**config.mk**
```make
export PLATFORM = sky130hd
export DESIGN_NAME = evt_irq_agg
export DESIGN_NICKNAME = d
export VERILOG_FILES = /design/src/rtl/evt_agg_pkg.sv /design/src/rtl/btn_qual.sv /design/src/rtl/batt_cross.sv /design/src/rtl/pend_ctl.sv /design/src/rtl/evt_irq_agg.sv
export SDC_FILE = /design/constraint.sdc
export NUM_CORES = 1
export LEC_CHECK = 0
export BUFFER_PORTS_ARGS = -buffer_cell sky130_fd_sc_hd__buf_2
export CORE_MARGIN = 10
export CORE_UTILIZATION = 50
export DETAILED_ROUTE_END_ITERATION = 8
export GPL_TIMING_DRIVEN = 0
export PLACE_DENSITY = 0.74
export SYNTH_ARGS = -nofsm -noshare
export SYNTH_HDL_FRONTEND = slang
export SYNTH_SLANG_ARGS = --single-unit
```
**constraint.sdc**
```tcl
create_clock -name clk -period 1.3 [get_ports clk]
set_input_delay 0.39 -clock clk [delete_from_list [all_inputs] [get_ports clk]]
set_output_delay 0.39 -clock clk [all_outputs]
set_load 0.03 [all_outputs]
```
**src/rtl/evt_agg_pkg.sv**
```systemverilog
package evt_agg_pkg;
  localparam int unsigned EVW     = 32;
  localparam int unsigned BYTES   = EVW / 8;
  localparam int unsigned SEL_W   = $clog2(BYTES);
  localparam int unsigned ADDR_W  = SEL_W + 1;
  localparam int unsigned PCT_W   = 7;

  localparam int unsigned POS_PWR_PRESS  = 0;
  localparam int unsigned POS_PWR_HOLD   = 1;
  localparam int unsigned POS_HOME_PRESS = 2;
  localparam int unsigned POS_HOME_REL   = 3;
  localparam int unsigned POS_BATT       = 13;

  localparam logic [EVW-1:0] INTERNAL_POS =
    (EVW'(1) << POS_PWR_PRESS) | (EVW'(1) << POS_PWR_HOLD) |
    (EVW'(1) << POS_HOME_PRESS) | (EVW'(1) << POS_HOME_REL) |
    (EVW'(1) << POS_BATT);

  typedef struct packed {
    logic              rd;
    logic              wr;
    logic [ADDR_W-1:0] addr;
    logic [7:0]        wdata;
  } host_req_t;
endpackage

```
**src/rtl/btn_qual.sv**
```systemverilog
module btn_qual #(
  parameter int unsigned THRESH = 27,
  parameter bit          REL_EN = 1'b0
) (
  input  logic clk,
  input  logic rst_n,
  input  logic tick,
  input  logic btn,
  output logic press_o,
  output logic rel_o
);
  localparam int unsigned CW = $clog2(THRESH + 1);

  logic [CW-1:0] cnt_q, cnt_d;
  logic          fired_q, fired_d;
  logic          press_q, press_d;
  logic          rel_d;

  always_comb begin
    cnt_d   = cnt_q;
    fired_d = fired_q;
    press_d = 1'b0;
    rel_d   = 1'b0;
    if (!btn) begin
      cnt_d   = '0;
      fired_d = 1'b0;
      rel_d   = fired_q;
    end else if (tick && !fired_q) begin
      if (cnt_q == CW'(THRESH - 1)) begin
        cnt_d   = '0;
        fired_d = 1'b1;
        press_d = 1'b1;
      end else begin
        cnt_d = cnt_q + CW'(1);
      end
    end
  end

  always_ff @(posedge clk or negedge rst_n) begin
    if (!rst_n) begin
      cnt_q   <= '0;
      fired_q <= 1'b0;
      press_q <= 1'b0;
    end else begin
      cnt_q   <= cnt_d;
      fired_q <= fired_d;
      press_q <= press_d;
    end
  end

  assign press_o = press_q;

  generate
    if (REL_EN) begin : g_rel
      logic rel_q;
      always_ff @(posedge clk or negedge rst_n) begin
        if (!rst_n) rel_q <= 1'b0;
        else        rel_q <= rel_d;
      end
      assign rel_o = rel_q;
    end else begin : g_norel
      logic unused_rel;
      assign unused_rel = rel_d;
      assign rel_o      = 1'b0;
    end
  endgenerate
endmodule

```
**src/rtl/batt_cross.sv**
```systemverilog
module batt_cross #(
  parameter int unsigned         LW  = 7,
  parameter int unsigned         NT  = 3,
  parameter logic [LW*NT-1:0]    THR = {7'd0, 7'd5, 7'd10}
) (
  input  logic          clk,
  input  logic          rst_n,
  input  logic [LW-1:0] level,
  input  logic          charging,
  output logic          ev_o
);
  logic [LW-1:0] prev_q;
  logic          ev_q, ev_d;
  logic [NT-1:0] hit;

  generate
    for (genvar t = 0; t < NT; t++) begin : g_thr
      assign hit[t] = (prev_q > THR[t*LW +: LW]) && (level <= THR[t*LW +: LW]);
    end
  endgenerate

  always_comb ev_d = !charging && (|hit);

  always_ff @(posedge clk or negedge rst_n) begin
    if (!rst_n) begin
      prev_q <= '0;
      ev_q   <= 1'b0;
    end else begin
      prev_q <= level;
      ev_q   <= ev_d;
    end
  end

  assign ev_o = ev_q;
endmodule

```
**src/rtl/pend_ctl.sv**
```systemverilog
module pend_ctl
  import evt_agg_pkg::*;
(
  input  logic           clk,
  input  logic           rst_n,
  input  logic [EVW-1:0] set_i,
  input  host_req_t      req_i,
  output logic [7:0]     rdata_o,
  output logic           irq_o,
  output logic [EVW-1:0] pend_o,
  output logic [EVW-1:0] mask_o
);
  logic [EVW-1:0] pend_q, pend_d, clr;
  logic [EVW-1:0] mask_q;
  logic [7:0]     rdata_q, rdata_d;
  logic           irq_q, irq_d;
  logic [SEL_W-1:0] sel;
  logic           rd_en;

  assign sel   = req_i.addr[SEL_W-1:0];
  assign rd_en = req_i.rd;

  always_comb begin
    clr = '0;
    if (req_i.rd && !req_i.addr[SEL_W])
      clr = pend_q & (EVW'(8'hFF) << {sel, 3'b000});
    pend_d  = (pend_q & ~clr) | set_i;
    rdata_d = req_i.addr[SEL_W] ? mask_q[{sel, 3'b000} +: 8]
                                : pend_q[{sel, 3'b000} +: 8];
    irq_d   = |(pend_q & ~mask_q);
  end

  always_ff @(posedge clk or negedge rst_n) begin
    if (!rst_n) begin
      pend_q <= '0;
      irq_q  <= 1'b0;
    end else begin
      pend_q <= pend_d;
      irq_q  <= irq_d;
    end
  end

  always_ff @(posedge clk or negedge rst_n) begin
    if (!rst_n)     rdata_q <= '0;
    else if (rd_en) rdata_q <= rdata_d;
  end

  generate
    for (genvar b = 0; b < BYTES; b++) begin : g_mask
      logic en;
      assign en = req_i.wr && req_i.addr[SEL_W] && (sel == SEL_W'(b));
      always_ff @(posedge clk or negedge rst_n) begin
        if (!rst_n)  mask_q[b*8 +: 8] <= 8'hFF;
        else if (en) mask_q[b*8 +: 8] <= req_i.wdata;
      end
    end
  endgenerate

  assign rdata_o = rdata_q;
  assign irq_o   = irq_q;
  assign pend_o  = pend_q;
  assign mask_o  = mask_q;
endmodule

```
**src/rtl/evt_irq_agg.sv**
```systemverilog
module evt_irq_agg
  import evt_agg_pkg::*;
#(
  parameter int unsigned PWR_PRESS_TICKS  = 27,
  parameter int unsigned PWR_HOLD_TICKS   = 375,
  parameter int unsigned HOME_PRESS_TICKS = 5
) (
  input  logic              clk,
  input  logic              rst_n,
  input  logic              tick,
  input  logic              pwr_btn,
  input  logic              home_btn,
  input  logic [PCT_W-1:0]  batt_pct,
  input  logic              batt_chg,
  input  logic [EVW-1:0]    evt_in,
  input  logic              reg_rd,
  input  logic              reg_wr,
  input  logic [ADDR_W-1:0] reg_addr,
  input  logic [7:0]        reg_wdata,
  output logic [7:0]        reg_rdata,
  output logic              irq
);
  logic pwr_press_w, pwr_hold_w, home_press_w, home_rel_w, batt_ev_w;
  logic unused_rel0, unused_rel1;
  logic [EVW-1:0] int_set, set_w, pend_w, mask_w;
  host_req_t req;

  btn_qual #(.THRESH(PWR_PRESS_TICKS), .REL_EN(1'b0)) u_pwr_press (
    .clk(clk), .rst_n(rst_n), .tick(tick), .btn(pwr_btn),
    .press_o(pwr_press_w), .rel_o(unused_rel0));

  btn_qual #(.THRESH(PWR_HOLD_TICKS), .REL_EN(1'b0)) u_pwr_hold (
    .clk(clk), .rst_n(rst_n), .tick(tick), .btn(pwr_btn),
    .press_o(pwr_hold_w), .rel_o(unused_rel1));

  btn_qual #(.THRESH(HOME_PRESS_TICKS), .REL_EN(1'b1)) u_home (
    .clk(clk), .rst_n(rst_n), .tick(tick), .btn(home_btn),
    .press_o(home_press_w), .rel_o(home_rel_w));

  batt_cross #(.LW(PCT_W)) u_batt (
    .clk(clk), .rst_n(rst_n), .level(batt_pct), .charging(batt_chg),
    .ev_o(batt_ev_w));

  always_comb begin
    int_set                 = '0;
    int_set[POS_PWR_PRESS]  = pwr_press_w;
    int_set[POS_PWR_HOLD]   = pwr_hold_w;
    int_set[POS_HOME_PRESS] = home_press_w;
    int_set[POS_HOME_REL]   = home_rel_w;
    int_set[POS_BATT]       = batt_ev_w;
    set_w = (evt_in & ~INTERNAL_POS) | int_set;
    req.rd    = reg_rd;
    req.wr    = reg_wr;
    req.addr  = reg_addr;
    req.wdata = reg_wdata;
  end

  pend_ctl u_pend (
    .clk(clk), .rst_n(rst_n), .set_i(set_w), .req_i(req),
    .rdata_o(reg_rdata), .irq_o(irq), .pend_o(pend_w), .mask_o(mask_w));
endmodule

```
; Yosys cells after proc, flatten, opt, wreduce, memory -nomap -nowiden
; Index checks and enable logic that the tools add are counted.
[totals]
out_inout_bits = 9
ff_bits = 105
[classes]
eq_ne = 12
add_sub_neg = 3
bitwise_logic = 7
n_reduce_logical = 24
n_shift = 3
muxes = 30
magnitude_cmp = 6
[ops]
columns = cell, count
row1 = $and A32 B32 Y32, 3
row2 = $not A32 Y32, 2
row3 = $shiftx A32 B6 Y8, 2
row4 = $mux W32, 1
row5 = $or A32 B14 Y32, 1
row6 = $or A32 B32 Y32, 1
row7 = $reduce_or A32 Y1, 1
row8 = $shl A8 B5 Y32 const A, 1
row9 = $mux W9, 3
row10 = $mux W1, 19
row11 = $mux W5, 3
row12 = $logic_and A1 B1 Y1, 13
row13 = $ne A2 B1 Y1 const B, 6
row14 = $add A9 B1 Y9 const B, 1
row15 = $eq A9 B9 Y1 const B, 1
row16 = $mux W3, 3
row17 = $mux W8, 1
row18 = $gt A7 B1 Y1 const B, 1
row19 = $gt A7 B3 Y1 const B, 1
row20 = $gt A7 B4 Y1 const B, 1
row21 = $le A7 B1 Y1 const B, 1
row22 = $le A7 B3 Y1 const B, 1
row23 = $le A7 B4 Y1 const B, 1
row24 = $reduce_and A2 Y1, 3
row25 = 9 further kinds, 14

; Depth between registers and ports, before layout
[depth]
depth_word = 6
mapped_depth = 6

; Hierarchy
; Synthesis repeated with hierarchy kept, for this count alone.
[unflattened]
cells_unflattened = 421
area_unflattened_um2 = 5009.8
[modules_own_cells]
columns = mod, cells_each, area_each_um2, n_inst
row1 = pend_ctl, 270, 3404.5, 1
row2 = btn_qual (u_pwr_hold), 66, 639.4, 1
row3 = btn_qual (u_pwr_press), 37, 372.9, 1
row4 = batt_cross, 22, 304.0, 1
row5 = btn_qual (u_home), 26, 289.0, 1

; Worst setup path before layout
; OpenSTA, ideal clock, no wires.
[synth_timing]
path_type = input port to flip-flop
from = input port reg_addr[0]
to = register u_pend.rdata_q[0], in the netlist u_pend.rdata_o[0]
arrival_time_ps = 1235
path_buffers = 1
setup_ps = 137
path_stages = 4
path_slack_ps = -72
cell_sequence = buf_6 mux4_2 mux2i_1 a21oi_1
[synth_via]
elab_chain_cells = 2
word_cells_on_any_way = 3
[synth_rtl]
columns = item, line
row1 = "start, declared", evt_irq_agg.sv:18  ; input logic [ADDR_W-1:0] reg_addr,
row2 = "$shiftx A32 B6 Y8, on equally long branches", "pend_ctl.sv:29, pend_ctl.sv:28"
row3 = $mux W8 (*), pend_ctl.sv:28  ; rdata_d = req_i.addr[SEL_W] ? mask_q[{sel, 3'b000} +: 8]
row4 = "end signal, assigned", pend_ctl.sv:45  ; else if (rd_en) rdata_q <= rdata_d;
row5 = "end, declared", pend_ctl.sv:15  ; logic [7:0] rdata_q, rdata_d;
; Every way passes the cells marked *; elsewhere a longest branch is shown, timed or not.
; A chain may end at the register's enable or synchronous reset.

; Worst setup path in the final report
[layout_timing]
from = register u_pwr_hold.cnt_q[2]
to = register u_pwr_hold.cnt_q[0]
[layout_via]
elab_chain_cells = 4
[layout_rtl]
columns = item, line
row1 = "start, declared", btn_qual.sv:14  ; logic [CW-1:0] cnt_q, cnt_d;
row2 = "start signal, assigned", btn_qual.sv:45  ; cnt_q <= cnt_d;
row3 = $eq A9 B9 Y1, btn_qual.sv:29  ; if (cnt_q == CW'(THRESH - 1)) begin
row4 = $mux W9, btn_qual.sv:29
row5 = $mux W9, btn_qual.sv:28  ; end else if (tick && !fired_q) begin
row6 = $mux W9, btn_qual.sv:24  ; if (!btn) begin
; Every way passes these cells. The select of a mux whose other input is x is not followed.

==> results by group <==
Floorplan
  • Initial Util: 51.1%
  • Die area: 14300 µm²
  • Core Area: 9730 µm²
  • Die width: 120 µm
  • Std cell rows: 36
  • Die height: 120 µm
  • Ports: 67

Placed design
  • Place WS: -0.373 ns
  • Port-buffer cells: 59
  • Placer Congestion: 0.910
  • Dpl cell area: 5480 µm²
  • Inst Count DP: 596
  • Post-DP HPWL: 8760 µm

Global routing
  • Initial antenna violation count: 0
  • Vias in the first global route: 3762
  • GR Overflow Total: 0
  • Tot GR Track Use: 17.2%
  • Largest net degree at the start of global routing: 66
  • First-pass GRT wire length: 19700 µm

STA
  • Min Hold Slack: -0.0166 ns
  • RSZ-0062 raised after global routing: true
  • Slew headroom: 64.2%
  • Final max-slew violation count: 0
  • Max frequency: 713 MHz
  • Final Hold Fails: 3
  • Worst Setup Slack, final: -0.102 ns
  • Worst Max-Slew Pin Slew: 0.536 ns
  • Finish-stage setup viols: 20
  • Tcrit/Tclk final: 108%
  • Min Tclk post-route: 1.40 ns
  • Clock Skews: 0.00969 ns

Setup path
  • WP data arrival: 1.71 ns
  • Cells on worst reg2reg path: 5
  • CP Class: reg -> reg
  • Worst setup EP type: register
  • CP max FO: 3
  • CP startpoint kind: register
  • RR Endpoint: u_pwr_hold.cnt_q[0]
  • R2R setup slack: -0.10 ns
  • Worst Path Required: 1.61 ns
  • Crit Reg-Reg Startpoint: u_pwr_hold.cnt_q[2]

Final layout
  • Final nets: 568
  • Share of layout cells above drive strength 1: 43.8%
  • Post-route cell area: 6110 µm²
  • Ant diodes: 0
  • Final cell count without fillers: 642
  • Final core occ: 62.8%
  • Area delta synth->final: 22.9%

Logic synthesis
  • Syn Area/Cell: 12.3 µm²
  • Post-Synthesis Cell Area: 4970 µm²
  • Ys async rst share: 100%
  • Number of cells produced by synthesis: 403
  • Mapped Nets: 467
  • Register area share after synthesis: 53.6%
  • Primary FF master, synth: dfrtp_1
  • FF+latch count, synth: 105
  • Yosys cell types: 54
  • Post-synth EDFFs: 0
  • Yosys Warn Count: 0

Detailed routing
  • Overall routed net length: 12300 µm
  • Total number of vias: 3630
  • DR WL/cell: 19.2 µm
  • 1st-pass router iterations: 5
  • Drt via density: 5.65
  • Antenna Violating Nets Remaining: 0
  • Drc violations: 0
  • Drt initial violations: 343

Job
  • Number of max-cap violations: 0

Power and ir drop
  • Leak Pwr: 2.80 nW
  • Max VDD drop: 0.598 mV
  • P per Cell Area: 1220 nW/µm²

Clock network
  • H-tree depth: 3
  • Number of CTS-inserted buffers: 9
  • Clock Tree Root: clkbuf_8
  • Clock latency at the later pin of the worst-skew pair: 0.37 ns
  • CTS tree: built
  • Clock slew at reported path FFs: 0.10 ns
  • Clock buffer depth: 2
  • CTS sink cnt: 105

Worst hold path
  • Hold Crit Class: in -> async

Run status
  • Status: finished, violations left
  • Failing checks: hold timing, setup timing
==> per-layer routing <==
metal / track usage, % / share of wire [%] / up-vias
met1: 20.8 / 40 / 1834
met4: 5.05 / 1.7 / 0
met5: 0 / 0 / -
li1: - / - / 1660
met2: 30.0 / 53 / 117
met3: 4.08 / 4.9 / 19
==> worst max-delay path, cell delays in order, from the launching register on <==
cell	delay, ns
dfrtp_1	0.39
and4bb_1	0.23
buf_4	0.14
a41o_1	0.22
mux2_2	0.27
nor2_2	0.08
==> registers in the layout, summed over array words and instances, names as in the netlist <==
register             cells
u_pwr_hold.press_o       1
u_pwr_press.press_o      1
u_batt.ev_o              1
u_pwr_hold.cnt_q         9
u_pwr_hold.fired_q       1
u_pwr_press.cnt_q        5
u_pend.mask_o           32
u_batt.prev_q            7
u_home.cnt_q             3
u_pend.pend_o           32
u_pwr_press.fired_q      1
u_home.fired_q           1
u_home.press_o           1
u_home.rel_o             1
u_pend.irq_o             1
u_pend.rdata_o           8
==> where the power goes <==
group | total [mW] | switching, mW | internal (mW) | leakage (nW)
Clock | 2.06 | 1.06 | 0.997 | 0.103
Sequential | 4.09 | 0.324 | 3.76 | 1.17
Combinational | 1.32 | 0.607 | 0.717 | 1.53
==> repair_timing <==
action                     in CTS  in global routing
gates resized for setup        28                 25
buffers inserted               19                 12
setup endpoints to repair      24                 38
hold buffers                    0                  0
pin swaps                       6                 17
==> how the worst max path moves through the flow <==
stage / from / depth (start not counted) / endpoint / slack (ns)
final: u_pwr_hold.cnt_q[2] / 5 / u_pwr_hold.cnt_q[0] / -0.10
after floorplan: u_pwr_hold.cnt_q[3] / 4 / u_pwr_hold.cnt_q[5] / -0.03
after CTS: u_pwr_hold.cnt_q[7] / 4 / u_pwr_hold.cnt_q[5] / -0.07
after detailed placement: reg_addr[0] / 5 / u_pend.rdata_o[0] / -0.37
after global placement: rst_n / 1 / u_pwr_hold.cnt_q[1] / -1.21
after global routing: u_pwr_hold.cnt_q[3] / 5 / u_pwr_hold.cnt_q[3] / -0.17
==> through the flow <==
step	hold slack [ns]	setup TNS, ns	power, mW
finish	-0.0166	-0.862	7.47
global route	0.00864	-2.42	7.82
CTS	0.00742	-0.289	7.46
detailed placement	0.399	-19.20	5.30
global placement	0.408	-126.68	5.23
floorplan	0.0944	-0.213	4.78
==> synthesized netlist by cell type, types with 2 or more instances <==
| cell type | number | area [µm²] |
|---|---|---|
| a21o_1 | 33 | 248 |
| a21oi_1 | 20 | 100 |
| a311oi_1 | 2 | 17.5 |
| a31oi_1 | 4 | 25.0 |
| a32o_1 | 2 | 20.0 |
| and2_1 | 2 | 12.5 |
| and4_1 | 3 | 26.3 |
| and4b_1 | 2 | 20.0 |
| buf_2 | 2 | 10.0 |
| buf_4 | 3 | 22.5 |
| buf_6 | 3 | 33.8 |
| dfrtp_1 | 73 | 1830 |
| dfstp_2 | 32 | 841 |
| ha_1 | 6 | 75.1 |
| inv_1 | 39 | 146 |
| mux2_1 | 8 | 90.1 |
| mux2_2 | 17 | 191 |
| mux2_4 | 8 | 120 |
| mux2i_1 | 8 | 80.1 |
| mux4_2 | 16 | 360 |
| nand2_1 | 14 | 52.6 |
| nand2b_1 | 3 | 18.8 |
| nand3_1 | 5 | 25.0 |
| nand3_4 | 2 | 35.0 |
| nand3b_1 | 2 | 15.0 |
| nand4_1 | 4 | 25.0 |
| nor2_1 | 24 | 90.1 |
| nor2b_1 | 5 | 31.3 |
| nor3_1 | 8 | 40.0 |
| nor4_1 | 5 | 31.3 |
| o21ai_0 | 7 | 35.0 |
| o22ai_1 | 18 | 113 |
| or3_1 | 2 | 12.5 |
==> cells by family (layout without fill, tap and decap cells) <==
logic type | Yosys count | count (layout) | synth area share (%)
mux | 57 | 57 | 16.9
xor+xnor | 1 | 1 | 0.176
buf+inv | 50 | 156 | 4.73
fa+ha+maj | 6 | 6 | 1.51
flops | 105 | 105 | 53.6
compound gates | 94 | 94 | 12.5
simple gates | 90 | 90 | 10.5
==> cells in the final DEF, fill, tap and decap left out, types with 14 or more instances in the layout <==
master	count
a21o_1	33
o22ai_1	18
mux4_2	16
buf_6	14
buf_4	30
mux2_2	17
dfstp_2	32
buf_2	51
inv_1	38
nor2_1	23
a21oi_1	17
dfrtp_1	73
==> area by class of cell <==
type                            count  area (µm²)
Buffer                             11         105
Inverter                           39         146
Tap cell                          133         166
Sequential cell                   105        2670
Multi-Input combinational cell    248        2200
Clock inverter                      4        51.3
Timing Repair Buffer               90         618
Fill cell                         785        3610
Clock buffer                       12         155
(Power assumes the default switching activity.)
